<file path="config.mk">
export PLATFORM = sky130hd
export DESIGN_NAME = cnt_flag_timer
export DESIGN_NICKNAME = d
export VERILOG_FILES = /design/src/rtl/tfc_pkg.sv /design/src/rtl/tfc_ctrl.sv /design/src/rtl/tfc_datapath.sv /design/src/rtl/cnt_flag_timer.sv
export SDC_FILE = /design/constraint.sdc
export NUM_CORES = 1
export LEC_CHECK = 0
export BUFFER_PORTS_ARGS = -buffer_cell sky130_fd_sc_hd__buf_2
export CORE_UTILIZATION = 55
export CTS_CLUSTER_SIZE = 8
export DETAILED_ROUTE_END_ITERATION = 10
export PLACE_DENSITY = 0.9
export SYNTH_ARGS = -nofsm -noshare
export SYNTH_HDL_FRONTEND = slang
export SYNTH_SLANG_ARGS = --single-unit
</file>
<file path="constraint.sdc">
create_clock -name clk -period 4.1 [get_ports clk]
set_clock_uncertainty 0.1 [all_clocks]
set_input_delay 0.615 -clock clk [delete_from_list [all_inputs] [get_ports clk]]
set_output_delay 0.615 -clock clk [all_outputs]
set_load 0.05 [all_outputs]
</file>
<file path="src/rtl/tfc_pkg.sv">
package tfc_pkg;
  localparam int ADDR_W = 6;
  localparam int DATA_W = 8;
  localparam int NCH    = 8;

  localparam logic [ADDR_W-1:0] OFS_CNT_HI  = 6'h04;
  localparam logic [ADDR_W-1:0] OFS_CNT_LO  = 6'h05;
  localparam logic [ADDR_W-1:0] OFS_CTRL    = 6'h06;
  localparam logic [ADDR_W-1:0] OFS_MODE    = 6'h07;
  localparam logic [ADDR_W-1:0] OFS_CHFLG   = 6'h0E;
  localparam logic [ADDR_W-1:0] OFS_MISCFLG = 6'h0F;
  localparam logic [ADDR_W-1:0] OFS_CHDAT   = 6'h10;
  localparam logic [ADDR_W-1:0] OFS_ACCFLG  = 6'h21;
  localparam logic [ADDR_W-1:0] OFS_ACCCNT0 = 6'h22;
  localparam logic [ADDR_W-1:0] OFS_ACCCNT1 = 6'h23;

  typedef enum logic [2:0] {
    RD_NONE, RD_CNT_HI, RD_CNT_LO, RD_CTRL, RD_MODE, RD_CHFLG, RD_MISCFLG, RD_ACCFLG
  } rdSel_e;

  typedef struct packed {
    logic           wrCtrl;
    logic           wrMode;
    logic [NCH-1:0] clrChan;
    logic           clrOvf;
    logic [1:0]     clrAcc;   // [1] accumulator overflow, [0] accumulator input
    rdSel_e         rdSel;
  } strobes_t;
endpackage

</file>
<file path="src/rtl/tfc_ctrl.sv">
module tfc_ctrl
  import tfc_pkg::*;
(
  input  logic [ADDR_W-1:0] busAddr,
  input  logic              busRd,
  input  logic              busWr,
  input  logic [DATA_W-1:0] busWdata,
  input  logic              fastClr,
  input  logic [NCH-1:0]    chanMode,
  output strobes_t          stb
);
  localparam int SEL_W = $clog2(NCH);
  localparam logic [ADDR_W-SEL_W-2:0] CH_TAG = OFS_CHDAT[ADDR_W-1:SEL_W+1];

  logic anyAccess;
  logic inChanWin;
  logic cntHit;
  logic accCntHit;

  assign anyAccess = busRd | busWr;
  assign inChanWin = (busAddr[ADDR_W-1:SEL_W+1] == CH_TAG);
  assign cntHit    = (busAddr == OFS_CNT_HI) || (busAddr == OFS_CNT_LO);
  assign accCntHit = (busAddr == OFS_ACCCNT0) || (busAddr == OFS_ACCCNT1);

  always_comb begin
    stb = '0;
    unique case (busAddr)
      OFS_CNT_HI:  stb.rdSel = RD_CNT_HI;
      OFS_CNT_LO:  stb.rdSel = RD_CNT_LO;
      OFS_CTRL:    stb.rdSel = RD_CTRL;
      OFS_MODE:    stb.rdSel = RD_MODE;
      OFS_CHFLG:   stb.rdSel = RD_CHFLG;
      OFS_MISCFLG: stb.rdSel = RD_MISCFLG;
      OFS_ACCFLG:  stb.rdSel = RD_ACCFLG;
      default:     stb.rdSel = RD_NONE;
    endcase
    stb.wrCtrl = busWr && (busAddr == OFS_CTRL);
    stb.wrMode = busWr && (busAddr == OFS_MODE);

    if (!fastClr) begin
      if (busWr && (busAddr == OFS_CHFLG))   stb.clrChan = busWdata[NCH-1:0];
      if (busWr && (busAddr == OFS_MISCFLG)) stb.clrOvf  = busWdata[DATA_W-1];
      if (busWr && (busAddr == OFS_ACCFLG))  stb.clrAcc  = busWdata[1:0];
    end else begin
      for (int ch = 0; ch < NCH; ch++) begin
        stb.clrChan[ch] = inChanWin && (busAddr[SEL_W:1] == SEL_W'(ch)) &&
                          (chanMode[ch] ? busWr : busRd);
      end
      stb.clrOvf = anyAccess && cntHit;
      stb.clrAcc = {2{anyAccess && accCntHit}};
    end
  end
endmodule

</file>
<file path="src/rtl/tfc_datapath.sv">
module tfc_datapath
  import tfc_pkg::*;
#(
  parameter int CNT_W = 16
) (
  input  logic              clk,
  input  logic              rst_n,
  input  logic              freeze,
  input  strobes_t          stb,
  input  logic [DATA_W-1:0] busWdata,
  input  logic [NCH-1:0]    chanEvt,
  input  logic              accOvfEvt,
  input  logic              accInEvt,
  output logic [CNT_W-1:0]  cnt,
  output logic              freezeStop,
  output logic              fastClr,
  output logic [NCH-1:0]    chanMode,
  output logic [NCH-1:0]    chanFlags,
  output logic              ovfFlag,
  output logic [1:0]        accFlags,
  output logic [DATA_W-1:0] rdata
);
  localparam logic [CNT_W-1:0] CNT_MAX = '1;

  logic run;
  logic ovfSet;
  logic unusedWdata;

  assign unusedWdata = ^busWdata[DATA_W-1:2];
  assign run    = !(freeze && freezeStop);
  assign ovfSet = run && (cnt == CNT_MAX);

  always_ff @(posedge clk or negedge rst_n) begin
    if (!rst_n) begin
      cnt        <= '0;
      freezeStop <= 1'b0;
      fastClr    <= 1'b0;
      chanMode   <= '0;
      chanFlags  <= '0;
      ovfFlag    <= 1'b0;
      accFlags   <= '0;
    end else begin
      if (run) cnt <= cnt + 1'b1;
      if (stb.wrCtrl) begin
        freezeStop <= busWdata[0];
        fastClr    <= busWdata[1];
      end
      if (stb.wrMode) chanMode <= busWdata[NCH-1:0];
      // set terms are OR-ed after the clear so a coincident event survives
      chanFlags <= (chanFlags & ~stb.clrChan) | chanEvt;
      ovfFlag   <= (ovfFlag & ~stb.clrOvf) | ovfSet;
      accFlags  <= (accFlags & ~stb.clrAcc) | {accOvfEvt, accInEvt};
    end
  end

  always_comb begin
    unique case (stb.rdSel)
      RD_CNT_HI:  rdata = cnt[CNT_W-1 -: DATA_W];
      RD_CNT_LO:  rdata = cnt[DATA_W-1:0];
      RD_CTRL:    rdata = {{(DATA_W-2){1'b0}}, fastClr, freezeStop};
      RD_MODE:    rdata = chanMode;
      RD_CHFLG:   rdata = chanFlags;
      RD_MISCFLG: rdata = {ovfFlag, {(DATA_W-1){1'b0}}};
      RD_ACCFLG:  rdata = {{(DATA_W-2){1'b0}}, accFlags};
      default:    rdata = '0;
    endcase
  end
endmodule

</file>
<file path="src/rtl/cnt_flag_timer.sv">
module cnt_flag_timer
  import tfc_pkg::*;
#(
  parameter int CNT_W = 16
) (
  input  logic              clk,
  input  logic              rst_n,
  input  logic              freeze,
  input  logic [ADDR_W-1:0] busAddr,
  input  logic              busRd,
  input  logic              busWr,
  input  logic [DATA_W-1:0] busWdata,
  output logic [DATA_W-1:0] busRdata,
  input  logic [NCH-1:0]    chanEvt,
  input  logic              accOvfEvt,
  input  logic              accInEvt,
  output logic [CNT_W-1:0]  cntVal
);
  strobes_t       stb;
  logic           freezeStop;
  logic           fastClr;
  logic [NCH-1:0] chanMode;
  logic [NCH-1:0] chanFlags;
  logic           ovfFlag;
  logic [1:0]     accFlags;

  tfc_ctrl i_ctrl (
    .busAddr (busAddr),
    .busRd   (busRd),
    .busWr   (busWr),
    .busWdata(busWdata),
    .fastClr (fastClr),
    .chanMode(chanMode),
    .stb     (stb)
  );

  tfc_datapath #(.CNT_W(CNT_W)) i_dp (
    .clk       (clk),
    .rst_n     (rst_n),
    .freeze    (freeze),
    .stb       (stb),
    .busWdata  (busWdata),
    .chanEvt   (chanEvt),
    .accOvfEvt (accOvfEvt),
    .accInEvt  (accInEvt),
    .cnt       (cntVal),
    .freezeStop(freezeStop),
    .fastClr   (fastClr),
    .chanMode  (chanMode),
    .chanFlags (chanFlags),
    .ovfFlag   (ovfFlag),
    .accFlags  (accFlags),
    .rdata     (busRdata)
  );
endmodule

</file>
Word level (Yosys, flattened, before mapping)
Index checks and enable logic that the tools add are counted.
{"block": "op_classes", "addsub": 1, "eq_ne": 25, "n_mux": 14, "bitwise": 10, "reduce_logical": 29}
{"cell": "8-bit case mux with 7 select lines", "count": 1}
{"cell": "1-bit logical AND", "count": 25}
{"cell": "3-bit == test (second input constant)", "count": 8}
{"cell": "6-bit by 3-bit == test with 1-bit output (second input constant)", "count": 4}
{"cell": "3-bit case mux with 7 select lines", "count": 1}
{"cell": "6-bit == test (second input constant)", "count": 3}
{"cell": "16-bit by 1-bit adder with 16-bit output (second input constant)", "count": 1}
{"cell": "16-bit == test (second input constant)", "count": 1}
{"cell": "3-bit by 2-bit == test with 1-bit output (second input constant)", "count": 4}
{"cell": "6-bit by 4-bit == test with 1-bit output (second input constant)", "count": 2}
{"cell": "11-bit 2-to-1 mux", "count": 1}
{"cell": "1-bit 2-to-1 mux", "count": 9}
{"cell": "8-bit bitwise AND", "count": 1}
{"cell": "8-bit 2-to-1 mux", "count": 1}
{"cell": "8-bit NOT", "count": 1}
{"cell": "8-bit OR", "count": 1}
{"cell": "3-bit by 1-bit == test with 1-bit output (second input constant)", "count": 2}
{"cell": "3-bit logical NOT", "count": 1}
{"cell": "2-bit bitwise AND", "count": 1}
{"cell": "2-bit by 1-bit == test with 1-bit output (second input constant)", "count": 1}
{"cell": "1-bit logical OR", "count": 2}
{"cell": "2-bit 2-to-1 mux", "count": 1}
{"cell": "2-bit NOT", "count": 1}
{"cell": "1-bit OR", "count": 2}
{"cell": "4 further kinds", "count": 4}
{"block": "totals", "reg_bits": 37, "elab_cells": 86}

Longest topological paths before layout
Gate-level depths: netlist of the first run.
{"block": "logic_depth", "word_depth": 7, "mapped_depth": 5, "ltp_nobuf": 4}

Modules after synthesis
From an unflattened synthesis of the first run, not the netlist that was laid out.
{"block": "unflattened", "cells_unflattened": 232, "hier_area_um2": 2323.5}
{"module": "tfc_datapath", "instances": 1, "cells_per_inst": 164, "area_each_um2": 1834.3, "seq_area_each_um2": 925.9}
{"module": "tfc_ctrl", "instances": 1, "cells_per_inst": 68, "area_each_um2": 489.2, "seq_area_each_um2": 0.0}

Least setup slack after synthesis of the first run
No wires, ideal clock.
{"block": "synth_path", "path_type": "input-to-output", "startpoint": "input port busAddr[3]", "endpoint": "output port busRdata[7]", "arrival_ns": 2.044, "path_slack_ns": 1.341, "stages": 5, "n_path_buf": 1, "path_cell_list": "clkbuf_1 nand4bb_1 nor3_2 nor2_1 o211ai_1"}
{"block": "synth_via", "elab_chain_cells": 4, "elab_cells_between_ends": 16, "cone_classes": "eq/ne: 14; mux: 2"}
{"item": "start, declared", "line": "cnt_flag_timer.sv:9", "rtl": "input logic [ADDR_W-1:0] busAddr,"}
{"item": "6-bit == test (tied with other cells)", "line": "tfc_ctrl.sv:27", "rtl": "unique case (busAddr)"}
{"item": "3-bit case mux with 7 select lines (*)", "line": "tfc_ctrl.sv:27"}
{"item": "3-bit == test (tied with other cells)", "line": "tfc_datapath.sv:57", "rtl": "unique case (stb.rdSel)"}
{"item": "8-bit case mux with 7 select lines (*)", "line": "tfc_datapath.sv:57"}
{"item": "end, declared", "line": "cnt_flag_timer.sv:13", "rtl": "output logic [DATA_W-1:0] busRdata,"}
Every way passes the cells marked *; elsewhere a longest branch is shown, timed or not.

Final worst setup path of the first run
{"block": "layout_path", "startpoint": "input port busAddr[3]", "endpoint": "output port busRdata[0]"}
Same word-level chain as after synthesis.

==> flow_summary.toml, run 1 <==
[die]
boundaryPins = 53
dieHeight_um = 63.1
dieArea_mm2 = 0.00398
rows = 21
fp.dieW_um = 63.1
core_area_mm2 = 0.00347
initial_core_util = 0.592

[setup_path]
cp_data_required_time_ns = 3.38
endpoint_kind = "output port"
cp.arrival_ns = 2.28
worstSetupPathType = "in -> out"
critPathMaxFanout = 11
critPathLaunchType = "primary input"
r2r_setup_slack_ns = 2.32

[route]
vias = 1818
viasPerCell = 6.27
drt-total-wl_mm = 5.12
wl_per_cell_um = 17.6
postRouteAntennaNets = 0
drt_iter0_markers = 230
drc_errors = 0
first_pass_iters = 6

[cts]
clockBufferDepth = 2
clk_pin_slew_ns = 0.07
holdBufCountCts = 0
cts_tree = "yes"
clock-root-buffer = "clkbuf_8"
cts_made_buffers = 5
cts_num_sinks = 37
clk_latency_ns = 0.30
postCtsSetupBuffers = 0
htreeDepth = 2
cts.repair.resized = 0

[timing]
finalSetupTns_ns = 0
finalMaxSlewViolations = 0
hold_violations = 0
setup_ws_ns = 1.10
finalCritPeriodShare = 0.731
rsz0062_at_grt = "false"
tightest_slew_ns = 0.807
finalSetupViolCount = 0
worst_hold_slack_ns = 0.301
fmaxAchievable_ghz = 0.334
slew_headroom = 0.462
fin_crit_ns = 3.00

[global_route]
grt_pass1_vias = 1746
grt_pass1_wl_mm = 8.67
antenna_found_initial = 0
grt_overflow = 0
grt_use_total = 0.291
grt_max_degree = 38

[synthesis]
synth_compound_area_frac = 0.113
synth_top_family_by_area = "simple AND/OR/NAND/NOR gates"
synthTopCellsByCount = "37 x dfrtp_1, 25 x nand2_1, 19 x mux2_2, 15 x nand3_1, 12 x nor2_1"
synth_top_area_frac = 0.451
async_flop_share = 1.00
postSynthCellCount = 193
synthesis.nets = 223
yosysTopAreaCell = "dfrtp_1"
synth-simple-area-share = 0.236
yosysSeqAreaShare = 0.451
yosysMostFrequentCell = "dfrtp_1"
synth_fa_ha_area_frac = 0.00609
ys_ff_latch = 37
syn_avg_cell_area_um2 = 10.6
synth_edf_count = 0
synthXorXnorAreaFrac = 0.0639
synth_area_leaders = "dfrtp_1 45%, mux2_2 10%, nand2_1 4.6%, xor2_1 3.8%, nand3_1 3.7%"
ys.warnings.count = 0
netlist_area_mm2 = 0.00205
ys_types = 38
muxShareOfSynthArea = 0.104
synth_flop_cell = "dfrtp_1"

[layout]
area_growth_pct = 17.8
antenna_cells = 0
final_core_util = 0.698
drive_gt1_frac = 0.389
regArea_um2 = 926
layout.nets = 274
multi_input_area_mm2 = 0.00108
fill_cells = 290

[power_and_ir_drop]
leakagePower_nw = 1.12
power.density_mw_per_mm2 = 458
vdd_drop_max_uv = 401

[place]
place_ws_ns = 1.13
gp_congestion = 0.882
dp.final_hpwl_mm = 3.59
place.port_buffers = 52

[worst_hold_path]
hold_class = "in -> async"

[outcome]
status = "finished, final reports clean"

[flow_run]
maxCapViolations = 0
cells by family (layout without fill, tap and decap cells):
kind of cell / after synthesis / count (layout)
DFF: 37 / 37
buffers and inverters: 12 / 63
xor gates and xnor gates: 15 / 15
muxes: 19 / 19
and+or+nand+nor: 82 / 82
adders and majority gates: 1 / 1
AOI/OAI and AO/OA: 27 / 27
path summary, 6_finish.rpt:
check | start | end | cells past startpoint
max in group asynchronous | rst_n | i_dp.accFlags[1] | 1
worst max-delay path | busAddr[3] | busRdata[0] | 6
min in group clk | chanEvt[5] | i_dp.chanFlags[5] | 2
worst max register to register | i_dp.fastClr | i_dp.chanFlags[5] | 4
worst min-delay path | rst_n | i_dp.chanFlags[7] | 1
worst min register to register | i_dp.chanFlags[0] | i_dp.chanFlags[0] | 1
worst max-delay path, cell delays in order:
cell and delay [ns]:
buf_2 0.15, nor4b_2 0.32, nor3b_2 0.61, a22oi_1 0.17, nand3_1 0.14, buf_2 0.27
per-layer routing:
layer | wire length, um | vias up | part of all wire | GRT usage
li1 | - | 819 | - | -
met2 | 2460 | 99 | 0.48 | 0.464
met3 | 458 | 8 | 0.089 | 0.0598
met4 | 66 | 0 | 0.013 | 0.131
met1 | 2130 | 892 | 0.42 | 0.380
met5 | 0 | - | 0 | 0
through the flow:
step / area (um2) / instances / power [mW]
6_report: 2420 / 290 / 1.11
5_1_grt: 2420 / 290 / 1.17
4_1_cts: 2420 / 290 / 1.11
3_5_place_dp: 2330 / 283 / 0.857
3_3_place_gp: 2330 / 283 / 0.844
2_1_floorplan: 2050 / 193 / 0.750
cell type report:
| cell class | count | area share |
|---|---|---|
| Clock buffer | 7 | 0.0357 |
| Timing Repair Buffer | 52 | 0.107 |
| Inverter | 4 | 0.00620 |
| Sequential cell | 37 | 0.382 |
| Tap cell | 46 | 0.0238 |
| Multi-Input combinational cell | 144 | 0.444 |
state kept, by name, summed over array words and instances (netlist names):
register,flops
i_dp.cnt,16
i_dp.chanFlags,8
i_dp.chanMode,8
i_dp.accFlags,2
i_dp.fastClr,1
i_dp.freezeStop,1
i_dp.ovfFlag,1
report_power, final:
| group | total (mW) | internal [mW] | switching [mW] |
|---|---|---|---|
| clock network | 0.257 | 0.133 | 0.124 |
| registers | 0.502 | 0.420 | 0.0816 |
| logic | 0.351 | 0.113 | 0.238 |
layout by cell type (no fill, tap or decap), drive strengths merged, types with 5 or more instances in the layout:
| cell | n |
|---|---|
| a222oi | 5 |
| a22oi | 8 |
| a31o | 10 |
| buf | 52 |
| clkbuf | 7 |
| dfrtp | 37 |
| mux2 | 19 |
| nand2 | 25 |
| nand3 | 15 |
| nand4 | 6 |
| nor2 | 12 |
| xnor2 | 6 |
| xor2 | 9 |
Power figures use the tool's default switching activity.
==> run 2: changes to the inputs <==
Settings changed: CORE_UTILIZATION 55 to 53, PLACE_DENSITY 0.9 to 0.88.
Clock period 4.1 ns to 3.01 ns, I/O delays scaled along.
==> flow_summary.toml, run 2 (synthesis results as in run 1) <==
[outcome]
status = "finished, final reports clean"

[route]
first_pass_iters = 5
drt-total-wl_mm = 5.27
drt_iter0_markers = 188
viasPerCell = 6.14
drc_errors = 0
postRouteAntennaNets = 0
wl_per_cell_um = 18.0
vias = 1800

[die]
initial_core_util = 0.557
dieHeight_um = 64.3
boundaryPins = 53
core_area_mm2 = 0.00369
fp.dieW_um = 64.3
dieArea_mm2 = 0.00413
rows = 22

[power_and_ir_drop]
power.density_mw_per_mm2 = 623
leakagePower_nw = 1.12
vdd_drop_max_uv = 626

[layout]
reg_top3 = "i_dp.cnt (16), i_dp.chanFlags (8), i_dp.chanMode (8)"
area_growth_pct = 17.7
final_cell_mix = "52 x buf_2, 37 x dfrtp_1, 25 x nand2_1"
antenna_cells = 0
fill_cells = 321
final_common_cell = "buf_2"
largest_reg_flops = 16
regArea_um2 = 926
top_register = "i_dp.cnt"
fin_cells = 293
multi_input_area_mm2 = 0.00108
drive_gt1_frac = 0.384
layout.nets = 274

[cts]
cts_tree = "yes"
cts_made_buffers = 5
clock-root-buffer = "clkbuf_8"
htreeDepth = 2
postCtsSetupBuffers = 0
clockBufferDepth = 2
clk_pin_slew_ns = 0.07
clk_latency_ns = 0.29
cts_num_sinks = 37
holdBufCountCts = 0
cts.repair.resized = 0

[setup_path]
timing.rr.start = "i_dp.fastClr"
crit_start = "busAddr[3]"
cp.arrival_ns = 2.13
worstSetupPathType = "in -> out"
r2r_setup_slack_ns = 1.20
r2r-end = "i_dp.chanFlags[6]"
critPathLaunchType = "primary input"
cp_data_required_time_ns = 2.46
reg2reg_depth = 4
endpoint_kind = "output port"
critPathMaxFanout = 11
endpoint = "busRdata[6]"

[place]
place.port_buffers = 52
gp_congestion = 0.897
dp_cells = 285
dp.final_hpwl_mm = 3.77

[global_route]
grt_overflow = 0
antenna_found_initial = 0
grt_pass1_vias = 1811
grt_pass1_wl_mm = 8.85
grt_use_total = 0.285
grt_max_degree = 38

[timing]
slew_headroom = 0.460
finalSetupViolCount = 0
finalMaxSlewViolations = 0
finalCritPeriodShare = 0.891
tightest_slew_ns = 0.809
fin_crit_ns = 2.68
finalSetupTns_ns = 0
fmaxAchievable_ghz = 0.373
hold_violations = 0
rsz0062_at_grt = "false"

[worst_hold_path]
hold_class = "in -> async"

[flow_run]
maxCapViolations = 0
-- run 2: worst min path at each step --
stage | startpoint | end | slack (ns) | cells after the start
after floorplan | rst_n | i_dp.accFlags[0] | 0.06 | 0
after global placement | i_dp.chanFlags[1] | i_dp.chanFlags[1] | 0.38 | 1
after detailed placement | i_dp.chanFlags[3] | i_dp.chanFlags[3] | 0.40 | 1
after CTS | rst_n | i_dp.cnt[9] | 0.18 | 1
after global routing | rst_n | i_dp.cnt[9] | 0.23 | 1
final | rst_n | i_dp.cnt[9] | 0.15 | 1
-- run 2: area by class of cell --
class | count | share of cell area
clock buffer | 8 | 0.0331
inverter | 4 | 0.00621
multi-input combinational | 144 | 0.445
sequential | 37 | 0.383
tap | 48 | 0.0248
timing repair buffer | 52 | 0.108
-- run 2: power breakdown --
group / switching [mW] / internal (mW)
combinational: 0.331 / 0.156
clock: 0.172 / 0.165
sequential: 0.110 / 0.573
-- run 2: critical path: stages --
cell and delay [ns]:
buf_2 0.16, nor4b_2 0.34, nor3b_2 0.62, a222oi_1 0.20, nand2_1 0.11, buf_2 0.26
-- run 2: metrics by stage --
| stage | hold WS, ns | util | power, mW | setup slack, ns | cell area (um2) |
|---|---|---|---|---|---|
| final | 0.150 | 0.655 | 1.51 | 0.328 | 2420 |
| after global routing | 0.228 | 0.655 | 1.56 | 0.120 | 2420 |
| after CTS | 0.181 | 0.655 | 1.51 | 0.344 | 2420 |
| after detailed placement | 0.397 | 0.634 | 1.17 | 0.343 | 2340 |
| after global placement | 0.383 | 0.634 | 1.15 | 0.426 | 2340 |
| after floorplan | 0.0559 | - | 1.02 | 0.578 | 2050 |
-- run 2: metal layers --
layer | vias to the layer above | global-route usage | wire length, um
met5 | - | 0 | 0
met4 | 0 | 0.111 | 65
met1 | 879 | 0.387 | 2220
met3 | 8 | 0.0750 | 469
li1 | 824 | - | -
met2 | 89 | 0.433 | 2510
==> run 3: changes to the inputs <==
Settings changed: CORE_UTILIZATION 53 to 45, GPL_TIMING_DRIVEN from default to 1, PLACE_DENSITY 0.88 to 0.78.
==> flow_summary.toml, run 3 (synthesis results as in run 1) <==
[cts]
clockBufferDepth = 2
clock-root-buffer = "clkbuf_8"
postCtsSetupBuffers = 0
cts_num_sinks = 37
clk_latency_ns = 0.29
htreeDepth = 2
cts_tree = "yes"
cts.repair.resized = 0
cts_made_buffers = 5
clk_pin_slew_ns = 0.07
holdBufCountCts = 0

[setup_path]
cp.arrival_ns = 1.91
critPathMaxFanout = 11
endpoint_kind = "output port"
critPathLaunchType = "primary input"
worstSetupPathType = "in -> out"
cp_data_required_time_ns = 2.46

[layout]
top_register = "i_dp.cnt"
fin_cells = 298
drive_gt1_frac = 0.394
final_common_cell = "buf_2"
antenna_cells = 0
fill_cells = 403
reg_top3 = "i_dp.cnt (16), i_dp.chanFlags (8), i_dp.chanMode (8)"
largest_reg_flops = 16
final_cell_mix = "52 x buf_2, 37 x dfrtp_1, 25 x nand2_1"
layout.nets = 276
area_growth_pct = 18.9

[power_and_ir_drop]
p_int_uw = 908
vdd_drop_max_uv = 576
p_sw_frac = 0.404
switchingPower_uw = 615
combPwrFrac = 0.314
seqPwrFrac = 0.453
clkPwrFrac = 0.233
leakagePower_nw = 1.13
power.density_mw_per_mm2 = 623
total_power_mw = 1.52

[die]
boundaryPins = 53
fp.dieW_um = 69.6
initial_core_util = 0.469
dieArea_mm2 = 0.00484
dieHeight_um = 69.6
core_area_mm2 = 0.00438
rows = 24

[global_route]
grt_pass1_vias = 1698
grt_max_degree = 38
antenna_found_initial = 0
grt_overflow = 0
grt_use_total = 0.234
grt_pass1_wl_mm = 8.69

[outcome]
status = "finished, final reports clean"

[route]
viasPerCell = 5.97
first_pass_iters = 4
vias = 1780
drt_iter0_markers = 171
wl_per_cell_um = 17.8
drt-total-wl_mm = 5.30
drc_errors = 0
postRouteAntennaNets = 0

[place]
place.port_buffers = 52
gp_congestion = 0.899
dp_cells = 291
dp.final_hpwl_mm = 3.86
place_ws_ns = 0.569

[flow_run]
maxCapViolations = 0

[timing]
finalSetupViolCount = 0
worst_hold_slack_ns = 0.155
finalSetupTns_ns = 0
slew_headroom = 0.446
finalCritPeriodShare = 0.818
fin_crit_ns = 2.46
fmaxAchievable_ghz = 0.406
finalMaxSlewViolations = 0
hold_violations = 0
setup_ws_ns = 0.547
rsz0062_at_grt = "false"
tightest_slew_ns = 0.831

[worst_hold_path]
hold_class = "in -> async"
==> run 3: final cells by class <==
| type | count | area [um2] | share of cell area |
|---|---|---|---|
| Multi-Input combinational cell | 144 | 1080 | 0.440 |
| Timing Repair Buffer | 54 | 275 | 0.113 |
| Inverter | 4 | 15.0 | 0.00614 |
| Clock buffer | 7 | 86.3 | 0.0353 |
| Tap cell | 52 | 65.1 | 0.0266 |
| Sequential cell | 37 | 926 | 0.379 |
==> run 3: power groups by stage <==
| stage | Sequential [mW] | Combinational [mW] | Clock (mW) |
|---|---|---|---|
| 2_1_floorplan | 0.844 | 0.178 | 0 |
| 3_3_place_gp | 0.691 | 0.468 | 0 |
| 3_5_place_dp | 0.696 | 0.481 | 0 |
| 4_1_cts | 0.687 | 0.482 | 0.356 |
| 5_1_grt | 0.698 | 0.516 | 0.380 |
| 6_report | 0.689 | 0.478 | 0.355 |
==> run 3: stage by stage <==
stage | utilization | instance area [um2]
final | 0.557 | 2440
after global routing | 0.557 | 2440
after CTS | 0.557 | 2440
after detailed placement | 0.538 | 2360
after global placement | 0.538 | 2360
after floorplan | - | 2050
==> run 3: worst max-delay path, stage by stage <==
cell and delay [ns]:
buf_2 0.16, nor4b_2 0.33, and3b_1 0.41, a22oi_1 0.15
o211ai_1 0.12, buf_2 0.29
==> run 3: final timing paths <==
path	startpoint	endpoint	slack, ns	cells after the start
worst max-delay path	busAddr[3]	busRdata[7]	0.55	6
worst min-delay path	rst_n	i_dp.accFlags[1]	0.16	1
worst max register to register	i_dp.fastClr	i_dp.chanFlags[3]	1.17	4
worst min register to register	i_dp.chanFlags[1]	i_dp.chanFlags[1]	0.41	1
max in group asynchronous	rst_n	i_dp.chanFlags[3]	2.13	1
min in group clk	chanEvt[1]	i_dp.chanFlags[1]	0.24	2
==> run 3: metal layers <==
metal  GRT usage  part of all wire
met5           0                 0
met4      0.0816             0.014
met3      0.0480             0.057
met2       0.350              0.47
met1       0.337              0.46
